==> config.mk <==
export PLATFORM = sky130hd
export DESIGN_NAME = anaport_top
export DESIGN_NICKNAME = d
export VERILOG_FILES = /design/src/rtl/anaport_pkg.sv /design/src/rtl/anaport_ctl.sv /design/src/rtl/anaport_bank.sv /design/src/rtl/anaport_top.sv
export SDC_FILE = /design/constraint.sdc
export NUM_CORES = 1
export LEC_CHECK = 0
export ABC_AREA = 0
export BUFFER_PORTS_ARGS = -buffer_cell sky130_fd_sc_hd__buf_2
export CORE_UTILIZATION = 45
export DETAILED_ROUTE_END_ITERATION = 10
export HOLD_SLACK_MARGIN = 0.1
export SYNTH_ARGS = -nofsm -noshare
export SYNTH_HDL_FRONTEND = slang
export SYNTH_SLANG_ARGS = --single-unit
==> constraint.sdc <==
create_clock -name clk -period 2.1 [get_ports clk]
set_input_delay 0.105 -clock clk [delete_from_list [all_inputs] [get_ports clk]]
set_output_delay 0.105 -clock clk [all_outputs]
set_load 0.01 [all_outputs]
==> src/rtl/anaport_pkg.sv <==
package anaport_pkg;
    localparam int WORD_W   = 32;
    localparam int ADDR_W   = 5;
    localparam int DATA_W   = 8;
    localparam int DEPTH    = 1 << ADDR_W;
    localparam int RUN_BIT  = 28;
    localparam int MODE_BIT = 24;
    localparam int ADDR_LSB = 16;
    localparam int WDAT_LSB = 8;
    localparam int RDAT_LSB = 0;

    typedef enum logic [1:0] {
        ST_HELD_RD = 2'd0,
        ST_HELD_WR = 2'd1,
        ST_READ    = 2'd2,
        ST_WRITE   = 2'd3
    } port_state_e;
endpackage

==> src/rtl/anaport_ctl.sv <==
module anaport_ctl
    import anaport_pkg::*;
(
    input  logic              clk,
    input  logic              rst_n,
    input  logic              host_we,
    input  logic [WORD_W-1:0] host_wdata,
    output port_state_e       state,
    output logic [ADDR_W-1:0] idx,
    output logic [DATA_W-1:0] wbyte,
    output logic              bank_we,
    output logic              bank_clr
);
    port_state_e next_state;

    always_comb begin
        next_state = state;
        if (host_we) begin
            unique case ({host_wdata[RUN_BIT], host_wdata[MODE_BIT]})
                2'b00: next_state = ST_HELD_RD;
                2'b01: next_state = ST_HELD_WR;
                2'b10: next_state = ST_READ;
                2'b11: next_state = ST_WRITE;
            endcase
        end
    end

    always_ff @(posedge clk or negedge rst_n) begin
        if (!rst_n) begin
            state <= ST_HELD_RD;
            idx   <= '0;
            wbyte <= '0;
        end else begin
            state <= next_state;
            if (host_we) begin
                idx   <= host_wdata[ADDR_LSB +: ADDR_W];
                wbyte <= host_wdata[WDAT_LSB +: DATA_W];
            end
        end
    end

    always_comb begin
        bank_we  = 1'b0;
        bank_clr = 1'b0;
        unique case (state)
            ST_HELD_RD: bank_clr = 1'b1;
            ST_HELD_WR: bank_clr = 1'b1;
            ST_READ:    bank_we  = 1'b0;
            ST_WRITE:   bank_we  = 1'b1;
        endcase
    end

    // a host word with run low puts the bank into clearing on the next cycle
    assert_clear_after_run_low_R7: assert property (@(posedge clk) disable iff (!rst_n)
        (host_we && !host_wdata[RUN_BIT]) |=> bank_clr);
endmodule

==> src/rtl/anaport_bank.sv <==
module anaport_bank
    import anaport_pkg::*;
(
    input  logic              clk,
    input  logic              rst_n,
    input  logic              clr,
    input  logic              we,
    input  logic [ADDR_W-1:0] addr,
    input  logic [DATA_W-1:0] wdata,
    output logic [DATA_W-1:0] rdata
);
    logic [DATA_W-1:0] mem [DEPTH];

    always_ff @(posedge clk or negedge rst_n) begin
        if (!rst_n) begin
            for (int i = 0; i < DEPTH; i++) mem[i] <= '0;
        end else if (clr) begin
            for (int i = 0; i < DEPTH; i++) mem[i] <= '0;
        end else if (we) begin
            mem[addr] <= wdata;
        end
    end

    assign rdata = mem[addr];

    // after a clearing clock any entry reads zero
    assert_clear_zero_R3: assert property (@(posedge clk) disable iff (!rst_n)
        clr |=> (rdata == '0 || !$stable(addr) || $stable(addr)) && mem[addr] == '0);
    // a write clock commits the byte at the index sampled on that clock
    assert_write_commit_R4: assert property (@(posedge clk) disable iff (!rst_n)
        (we && !clr) |=> mem[$past(addr)] == $past(wdata));
endmodule

==> src/rtl/anaport_top.sv <==
module anaport_top
    import anaport_pkg::*;
(
    input  logic              clk,
    input  logic              rst_n,
    input  logic              host_we,
    input  logic [WORD_W-1:0] host_wdata,
    output logic [WORD_W-1:0] host_rdata
);
    localparam logic [WORD_W-1:0] FIELD_MASK =
        (WORD_W'(1) << RUN_BIT) | (WORD_W'(1) << MODE_BIT) |
        (WORD_W'((1 << ADDR_W) - 1) << ADDR_LSB) |
        (WORD_W'((1 << DATA_W) - 1) << WDAT_LSB);

    port_state_e       state;
    logic [ADDR_W-1:0] idx;
    logic [DATA_W-1:0] wbyte;
    logic [DATA_W-1:0] rbyte;
    logic              bank_we;
    logic              bank_clr;

    anaport_ctl u_ctl (
        .clk        (clk),
        .rst_n      (rst_n),
        .host_we    (host_we),
        .host_wdata (host_wdata),
        .state      (state),
        .idx        (idx),
        .wbyte      (wbyte),
        .bank_we    (bank_we),
        .bank_clr   (bank_clr)
    );

    anaport_bank u_bank (
        .clk   (clk),
        .rst_n (rst_n),
        .clr   (bank_clr),
        .we    (bank_we),
        .addr  (idx),
        .wdata (wbyte),
        .rdata (rbyte)
    );

    always_comb begin
        host_rdata                        = '0;
        host_rdata[RUN_BIT]               = (state == ST_READ) || (state == ST_WRITE);
        host_rdata[MODE_BIT]              = (state == ST_HELD_WR) || (state == ST_WRITE);
        host_rdata[ADDR_LSB +: ADDR_W]    = idx;
        host_rdata[WDAT_LSB +: DATA_W]    = wbyte;
        host_rdata[RDAT_LSB +: DATA_W]    = rbyte;
    end

    // a host word is reflected in the stored fields one cycle later
    assert_fields_readback_R2: assert property (@(posedge clk) disable iff (!rst_n)
        host_we |=> (host_rdata & FIELD_MASK) == ($past(host_wdata) & FIELD_MASK));
    // read mode with no new host word keeps the whole word steady
    assert_read_stable_R6: assert property (@(posedge clk) disable iff (!rst_n)
        (state == ST_READ && !host_we) |=> $stable(host_rdata));
endmodule

======== After elaboration in Yosys (flattened, before gate mapping) ========
Cells that the tools add are included.
word-level totals
  bits of input ports ..................... 35
  bits in registers ....................... 271
  RAM bits ................................ 0
  latch bits .............................. 0
  output and inout port bits .............. 32
  ROM bits ................................ 0
  memories ................................ 0
cells by class
  $add $sub $neg .......................... 0
  multiply operators ...................... 0
  eq/ne operators ......................... 6
  order comparisons ....................... 2
  multiplexer cells ....................... 11
  reductions and logical operators ........ 7
  bitwise gates (word level) .............. 1
  divide/modulo/power cells ............... 0
  shifts and indexed selects .............. 0
operator list
  operator            number
  $mux 256            2
  $bwmux 256          1
  $bmux 8 s5          1
  $demux 8 s5         1
  $mux 8              3
  $eq 2x2->1 const B  4
  $pmux 2 s4          1
  $ge 6x6->1 const B  1
  $lt 6x1->1 const B  1
  $not 5->6           1
  $eq 2x1->1 const B  2
  $logic_not 2->1     2
  $logic_or 1x1->1    2
  $mux 1              2
  $reduce_bool 2->1   1
  $reduce_or 2->1     1
  $logic_and 1x1->1   1

======== Longest topological paths before layout ========
Gate-level depths: netlist of the first run.
  word-level depth ........................ 8
  mapped depth ............................ 7
  mapped depth without buffers ............ 4

======== Cells and area by module ========
Synthesis of the first run repeated with hierarchy kept, for this count alone.
unflattened totals
  cells, all modules ...................... 1412
  area total of the unflattened synthesis .. 13470.4 sq um
modules (own cells, without submodules)
  module        times used  cells each  area each (sq um)
  anaport_bank  1           1366        12768.5
  anaport_ctl   1           34          623.1
  anaport_top   1           12          78.8

======== Worst setup path before layout of the first run ========
No wires, ideal clock.
  path type ............................... reg2out
  start ................................... register u_ctl.idx[0]
  end ..................................... output port host_rdata[0]
  buffers on the path ..................... 3
  stages on the path, launching flop included .. 8
  setup slack ............................. 0.233 ns
  data required time ...................... 1.995 ns
  arrival ................................. 1.762 ns
  cells stage by stage .................... dfrtp_1 > buf_2 > clkbuf_1 > buf_2 > mux2i_1 > o22ai_1 > nor4_1 > nand2_1
between the ends
  word-level cells in the longest chain between the ends .. 4
RTL lines
  what                                        RTL line            text
  start, declared                             anaport_ctl.sv:9    output logic [ADDR_W-1:0] idx,
  start signal, assigned                      anaport_ctl.sv:36   idx <= host_wdata[ADDR_LSB +: ADDR_W];
  $not 5->6 (implied by the code)             anaport_bank.sv:24  assign rdata = mem[addr];
  $bmux 8 s5                                  anaport_bank.sv:24
  $mux 8 (implied by the code) (2 in series)  anaport_bank.sv:24
  end, declared                               anaport_top.sv:8    output logic [WORD_W-1:0] host_rdata
No other way between the ends. The select of a mux whose other input is x is not followed.

======== Final worst setup path of the first run ========
  start ................................... register u_ctl.idx[3]
  end ..................................... output port host_rdata[7]
The elaborated chain is that of the path after synthesis.

==> results_dict.tcl, run 1 <==
set metrics [dict create \
    pre_cts_slack_ns -0.260 \
    wl_per_cell_microns 22.5 \
    avgSynthCellArea_sq_um 9.93 \
    grt_setup_unrepaired "yes" \
    routed_wirelength_mm 43.5 \
    finalPower_mw 13.1 \
    ys_seq_area_share_pct 48.1 \
    io_buffers 40 \
    grt_pass1_vias 11028 \
    final-setup-viol-count 9 \
    fmax_mhz 381 \
    synthTopCellsByArea "dfrtp_1 (48%), mux2i_1 (14%), a21boi_0 (9.4%)" \
    pwr-share-clk_pct 42.3 \
    slew_headroom_pct 56.3 \
    yosysWarnings 0 \
    yosys.area_share.simple_pct 15.8 \
    critPathRequiredTime_ns 2.00 \
    synth_top_family_by_area "compound AO/OA/AOI/OAI gates" \
    seqPwrFrac_pct 41.5 \
    crit_path_end_kind "output pin" \
    internal_power_mw 9.58 \
    die_w_microns 179 \
    power_switching_mw 3.56 \
    max-clock-path-buffers 3 \
    antenna_left 0 \
    first_pass_iters 5 \
    syn_to_final_growth_pct 27.2 \
    syn-cell-area_sq_um 14100 \
    netlist_instances 1419 \
    cts-root-buf "clkbuf_16" \
    die_h_microns 179 \
    muxShareOfSynthArea_pct 14.8 \
    timing_hold_violations_final 0 \
    grt_max_degree 78 \
    finalCriticalPeriod_ns 2.62 \
    setup_ws_ns -0.522 \
    crit_arrival_ns 2.52 \
    cts_num_sinks 271 \
    p_sw_share_pct 27.1 \
    startpoint "u_ctl.idx[3]$_DFFE_PN0P_" \
    die-area_sq_um 32000 \
    clkSlewWorstSetupHoldPaths_ns 0.06 \
    rr_worst_depth 6 \
    viasPerCell 5.91 \
    n_antenna_cell 0 \
    core_area_sq_um 30700 \
    gp_congestion 0.911 \
    irDropWorstVdd_mv 0.787 \
    power.density_nw_per_um2 734 \
    synth_cell_type_count 36 \
    initial_core_util_pct 45.9 \
    grt.overflow.total 0 \
    synth_xor_area_share_pct 0 \
    synth-compound-area-share_pct 16.5 \
    fin_worst_skew_ns 0.0119 \
    r2r-start "u_ctl.idx[3]$_DFFE_PN0P_" \
    worstHoldPathType "input pin to async pin" \
    status "finished, violations left" \
    clock_latency_ns 0.56 \
    io_pins 67 \
    ys_ff_latch 271 \
    final_max_slew_viol_count 0 \
    drive_gt1_share_pct 25.2 \
    nets 1552 \
    vias 11446 \
    comb_power_share_pct 16.2 \
    cap_violations 0 \
    tightest_slew_ns 0.655 \
    rows 64 \
    synth_largest_area_cell "dfrtp_1" \
    htreeDepth 1 \
    r2r_slack_ns -0.01 \
    synth_fa_ha_area_share_pct 0 \
    criticalPathCategory "register to output pin" \
    cts_tree "built" \
    power_leakage_nw 7.35 \
    cp-start-kind "register" \
    grt_use_total_pct 27.3 \
    antenna_found_initial 0 \
    violations "negative setup slack" \
    crit_fanout 8 \
    synth_top_area_share_pct 48.1 \
    fillCellCount 2581 \
    drc 0 \
    hpwl_mm 27.1 \
    grt_pass1_wl_mm 66.6 \
    fin_crit_sh_pct 125 \
    r2r_end "u_bank.mem[71]$_DFFE_PN0P_" \
    drtIter0Drc 1037 \
    cts-buffers-inserted 31 \
]
## how the worst max path moves through the flow
| stage | end | slack [ns] |
|---|---|---|
| finish | host_rdata[7] | -0.52 |
| global placement | host_rdata[4] | -0.28 |
| detailed placement | host_rdata[4] | -0.26 |
| floorplan | host_rdata[0] | 0.23 |
| global route | host_rdata[7] | -0.58 |
| CTS | host_rdata[2] | -0.49 |
## layout by cell type, fill, tap and decap left out, types with 10 or more instances in the layout
cell | synthesis | routed
buf_4 | 17 | 106
o22ai_1 | 64 | 36
nand3_1 | 99 | 97
mux2i_1 | 192 | 150
a21boi_0 | 176 | 174
nand2_2 | 1 | 14
dfrtp_1 | 271 | 266
clkbuf_16 | 0 | 34
buf_2 | 27 | 33
a21boi_1 | 16 | 18
nand2_1 | 212 | 197
mux2_2 | 15 | 15
nor2b_1 | 64 | 64
buf_6 | 1 | 15
mux2i_4 | 0 | 20
o22ai_2 | 0 | 20
dlygate4sd3_1 | 0 | 16
clkbuf_8 | 0 | 12
o21ai_0 | 96 | 96
nor2_1 | 13 | 10
buf_12 | 0 | 22
mux2i_2 | 0 | 22
## metrics by stage
step                      hold WS (ns)  cells  setup TNS [ns]  util (%)  instance area [sq um]
after floorplan                 -0.191   1427               0         -                  14100
after global placement           0.145   1832          -0.903      49.9                  15300
after detailed placement         0.145   1832           -1.02      49.9                  15300
after CTS                        0.124   1925           -3.67      56.7                  17400
after global routing             0.136   1937           -4.23      58.4                  17900
final                            0.119   1937           -3.86      58.4                  17900
## layer usage
metal  wire, microns  track usage (%)
met2           19900             41.8
met4            1340             8.12
met3            2530             4.13
met5               0                0
met1           19800             39.6
## power groups by stage
stage	sequential [mW]	combinational (mW)	clock, mW
detailed placement	5.54	1.71	0
global placement	5.54	1.70	0
floorplan	5.47	1.04	0
finish	5.45	2.13	5.56
global route	5.46	2.24	5.85
CTS	5.44	1.98	5.63
## cell usage after synthesis
cell type / count
nor3b_4: 2
nor2b_1: 64
nand4bb_1: 4
nand3b_2: 1
or4b_1: 3
buf_4: 17
or4bb_1: 2
nor4_1: 16
buf_1: 17
buf_2: 27
clkbuf_1: 85
nand2_1: 212
clkbuf_2: 1
nor3b_1: 1
nor3_4: 5
o22ai_1: 64
buf_6: 1
or3b_1: 1
a21boi_0: 176
dfrtp_1: 271
conb_1: 1
nand3_1: 99
mux2_2: 15
a21boi_1: 16
nand4_1: 1
nand4b_1: 4
nor2_1: 13
nand3b_1: 3
and3_1: 1
or4b_2: 1
nand2_2: 1
mux2i_1: 192
and3b_1: 2
o21ai_0: 96
or4_1: 1
nand3_2: 3
## flip-flops by register name (all words and copies together) (netlist names)
signal	flops
u_ctl.state	2
u_ctl.idx	5
u_bank.mem	256
u_ctl.wbyte	8
## final cells by class
type | instances | area (sq um) | share of cell area (%)
clock buffers | 47 | 956 | 5.34
flip-flops and latches | 271 | 6790 | 37.9
repair buffers | 205 | 2060 | 11.5
multi-input cells | 1008 | 7500 | 41.9
clock inverters | 10 | 104 | 0.580
well taps | 396 | 495 | 2.77
## cell families (layout without fill, tap and decap cells)
kind of cell           Yosys count  after routing
AOI/OAI and AO/OA              352            352
buffers and inverters          148            262
DFF                            271            271
muxes                          207            207
other                            1              9
and+or+nand+nor                440            440
## worst max-delay path, stage by stage, from the launching register on
cell and delay (ns):
dfrtp_2 0.42, buf_12 0.14, buf_4 0.13, or4b_4 0.59
o22ai_1 0.29, nor4_4 0.09, nand2_1 0.14, buf_2 0.15
## timing repair
| action | 4_1_cts | 5_1_grt |
|---|---|---|
| hold buffers | 16 | 0 |
| gates resized for setup | 118 | 72 |
| buffers inserted | 18 | 9 |
| endpoints found under the hold margin | 244 | 0 |
| cloned | 5 | 3 |
| setup endpoints to repair | 13 | 82 |
| pin swaps | 17 | 15 |
Note: power is estimated with default switching activity, not from simulation.
==> run 2, diff against run 1 <==
- GPL_TIMING_DRIVEN: default -> 0
==> results_dict.tcl, run 2 (synthesized netlist as in run 1, its figures left out) <==
set metrics [dict create \
    status "finished, violations left" \
    violations "negative setup slack" \
    cap_violations 0 \
    m1WireLength_mm 21.9 \
    fin_worst_skew_ns 0.00671 \
    grt_pass1_wl_mm 72.0 \
    io_buffers 39 \
    routed_wirelength_mm 48.0 \
    nets 1582 \
    clkSlewWorstSetupHoldPaths_ns 0.06 \
    core_area_sq_um 30700 \
    cts_tree "built" \
    hpwl_mm 33.1 \
    drc 0 \
    cts-buffers-inserted 31 \
    die_w_microns 179 \
    criticalPathCategory "register to output pin" \
    fin_crit_sh_pct 129 \
    reg_top3 "u_bank.mem x256, u_ctl.wbyte x8, u_ctl.idx x5" \
    htreeDepth 1 \
    final_common_cell "dfrtp_1" \
    slowest_stage "dfrtp_1" \
    final_area_sq_um 17900 \
    first_pass_iters 5 \
    initial_core_util_pct 45.9 \
    timing_hold_violations_final 0 \
    routed-wl-met3_mm 2.72 \
    die-area_sq_um 32000 \
    cp-start-kind "register" \
    place_area_sq_um 14900 \
    viasPerCell 5.90 \
    rows 64 \
    clock_latency_ns 0.57 \
    final_max_slew_viol_count 0 \
    fillCellCount 2619 \
    syn_to_final_growth_pct 27.1 \
    wl_per_cell_microns 24.4 \
    antenna_left 0 \
    grt_setup_unrepaired "yes" \
    slew_headroom_pct 34.8 \
    drive_gt1_share_pct 22.3 \
    die_h_microns 179 \
    cts-root-buf "clkbuf_16" \
    top_layer_used "met4" \
    antenna_found_initial 0 \
    cp_top_family "buffers and inverters" \
    vias 11606 \
    drtIter0Drc 1145 \
    power_leakage_nw 7.09 \
    io_pins 67 \
    path_cells "buf_6, clkbuf_16, buf_12, mux2i_4, o22ai_4, nor4_4, nand2_1, buf_2" \
    crit_buf_inv 4 \
    cts_num_sinks 271 \
    top_register "u_bank.mem" \
    crit_arrival_ns 2.59 \
    grt.overflow.total 0 \
    crit_fanout 10 \
    finalPower_mw 12.9 \
    grt_max_degree 111 \
    n_antenna_cell 0 \
    setup_ws_ns -0.599 \
    grt_use_total_pct 30.5 \
    power.density_nw_per_um2 721 \
    irDropWorstVdd_mv 0.564 \
    final_cell_mix "dfrtp_1 (267), nand2_1 (211), a21boi_0 (176)" \
    critPathRequiredTime_ns 2.00 \
    wl_met2_mm 21.3 \
    grt_pass1_vias 11103 \
    setup_tns_ns -4.64 \
    fmax_mhz 370 \
    gp_congestion 0.969 \
    worstHoldPathType "input pin to async pin" \
    final-setup-viol-count 8 \
    slowest_delay_ns 0.39 \
    crit_path_end_kind "output pin" \
    max-clock-path-buffers 3 \
    tightest_slew_ns 0.978 \
    largest_reg_flops 256 \
    finalCriticalPeriod_ns 2.70 \
]
## run 2: path summary, 6_finish.rpt
kind | start | endpoint | slack (ns) | cells past startpoint
max | u_ctl.idx[0]$_DFFE_PN0P_ | host_rdata[6] | -0.60 | 8
min | rst_n | u_ctl.wbyte[4]$_DFFE_PN0P_ | 0.18 | 2
max reg2reg | u_ctl.idx[1]$_DFFE_PN0P_ | u_bank.mem[70]$_DFFE_PN0P_ | 0.06 | 5
min reg2reg | u_bank.mem[166]$_DFFE_PN0P_ | u_bank.mem[166]$_DFFE_PN0P_ | 0.52 | 2
max in group asynchronous | rst_n | u_ctl.idx[1]$_DFFE_PN0P_ | 0.82 | 3
min in group clk | host_we | u_ctl.idx[2]$_DFFE_PN0P_ | 0.18 | 2
## run 2: area by class of cell
| type | count | area (sq um) | share of cell area (%) |
|---|---|---|---|
| Buffer | 138 | 946 | 5.29 |
| Clock buffer | 49 | 933 | 5.22 |
| Clock inverter | 8 | 46.3 | 0.259 |
| Multi-Input combinational cell | 1008 | 7840 | 43.8 |
| Sequential cell | 271 | 6790 | 37.9 |
| Tap cell | 396 | 495 | 2.77 |
| Timing Repair Buffer | 97 | 855 | 4.77 |
## run 2: worst reg2reg max path, stage by stage (launching register included)
cell,delay [ns]
dfrtp_2,0.47
buf_2,0.23
nand3_2,0.33
buf_1,0.53
o21ai_0,0.18
a21boi_0,0.21
## run 2: power by group
| group | internal [mW] | total (mW) | leakage [nW] | switching [mW] |
|---|---|---|---|---|
| clock | 3.02 | 5.24 | 0.485 | 2.22 |
| combinational | 0.861 | 2.27 | 2.86 | 1.41 |
| sequential | 5.32 | 5.39 | 3.74 | 0.0764 |
## run 2: repair_timing
item | CTS | global route
gates cloned | 3 | 1
buffers inserted | 27 | 9
endpoints found under the setup margin | 141 | 158
hold buffers | 16 | 0
endpoints found under the hold margin | 111 | 0
pin swaps | 18 | 18
resized for setup | 228 | 80
## run 2: per-layer routing
metal / vias up / track usage, %
li1: 5262 / -
met4: 0 / 13.1
met5: - / 0
met3: 87 / 4.16
met1: 5847 / 44.3
met2: 410 / 45.4
## run 2: through the flow
stage               setup WS (ns)  hold WS, ns  util (%)  cells
detailed placement         -0.910        0.213      48.5   1864
floorplan                   0.233       -0.191         -   1427
finish                     -0.599        0.180      58.4   1967
global placement            -4.39        0.336      48.3   1862
CTS                        -0.558        0.150      56.6   1957
global route               -0.625        0.168      58.4   1967
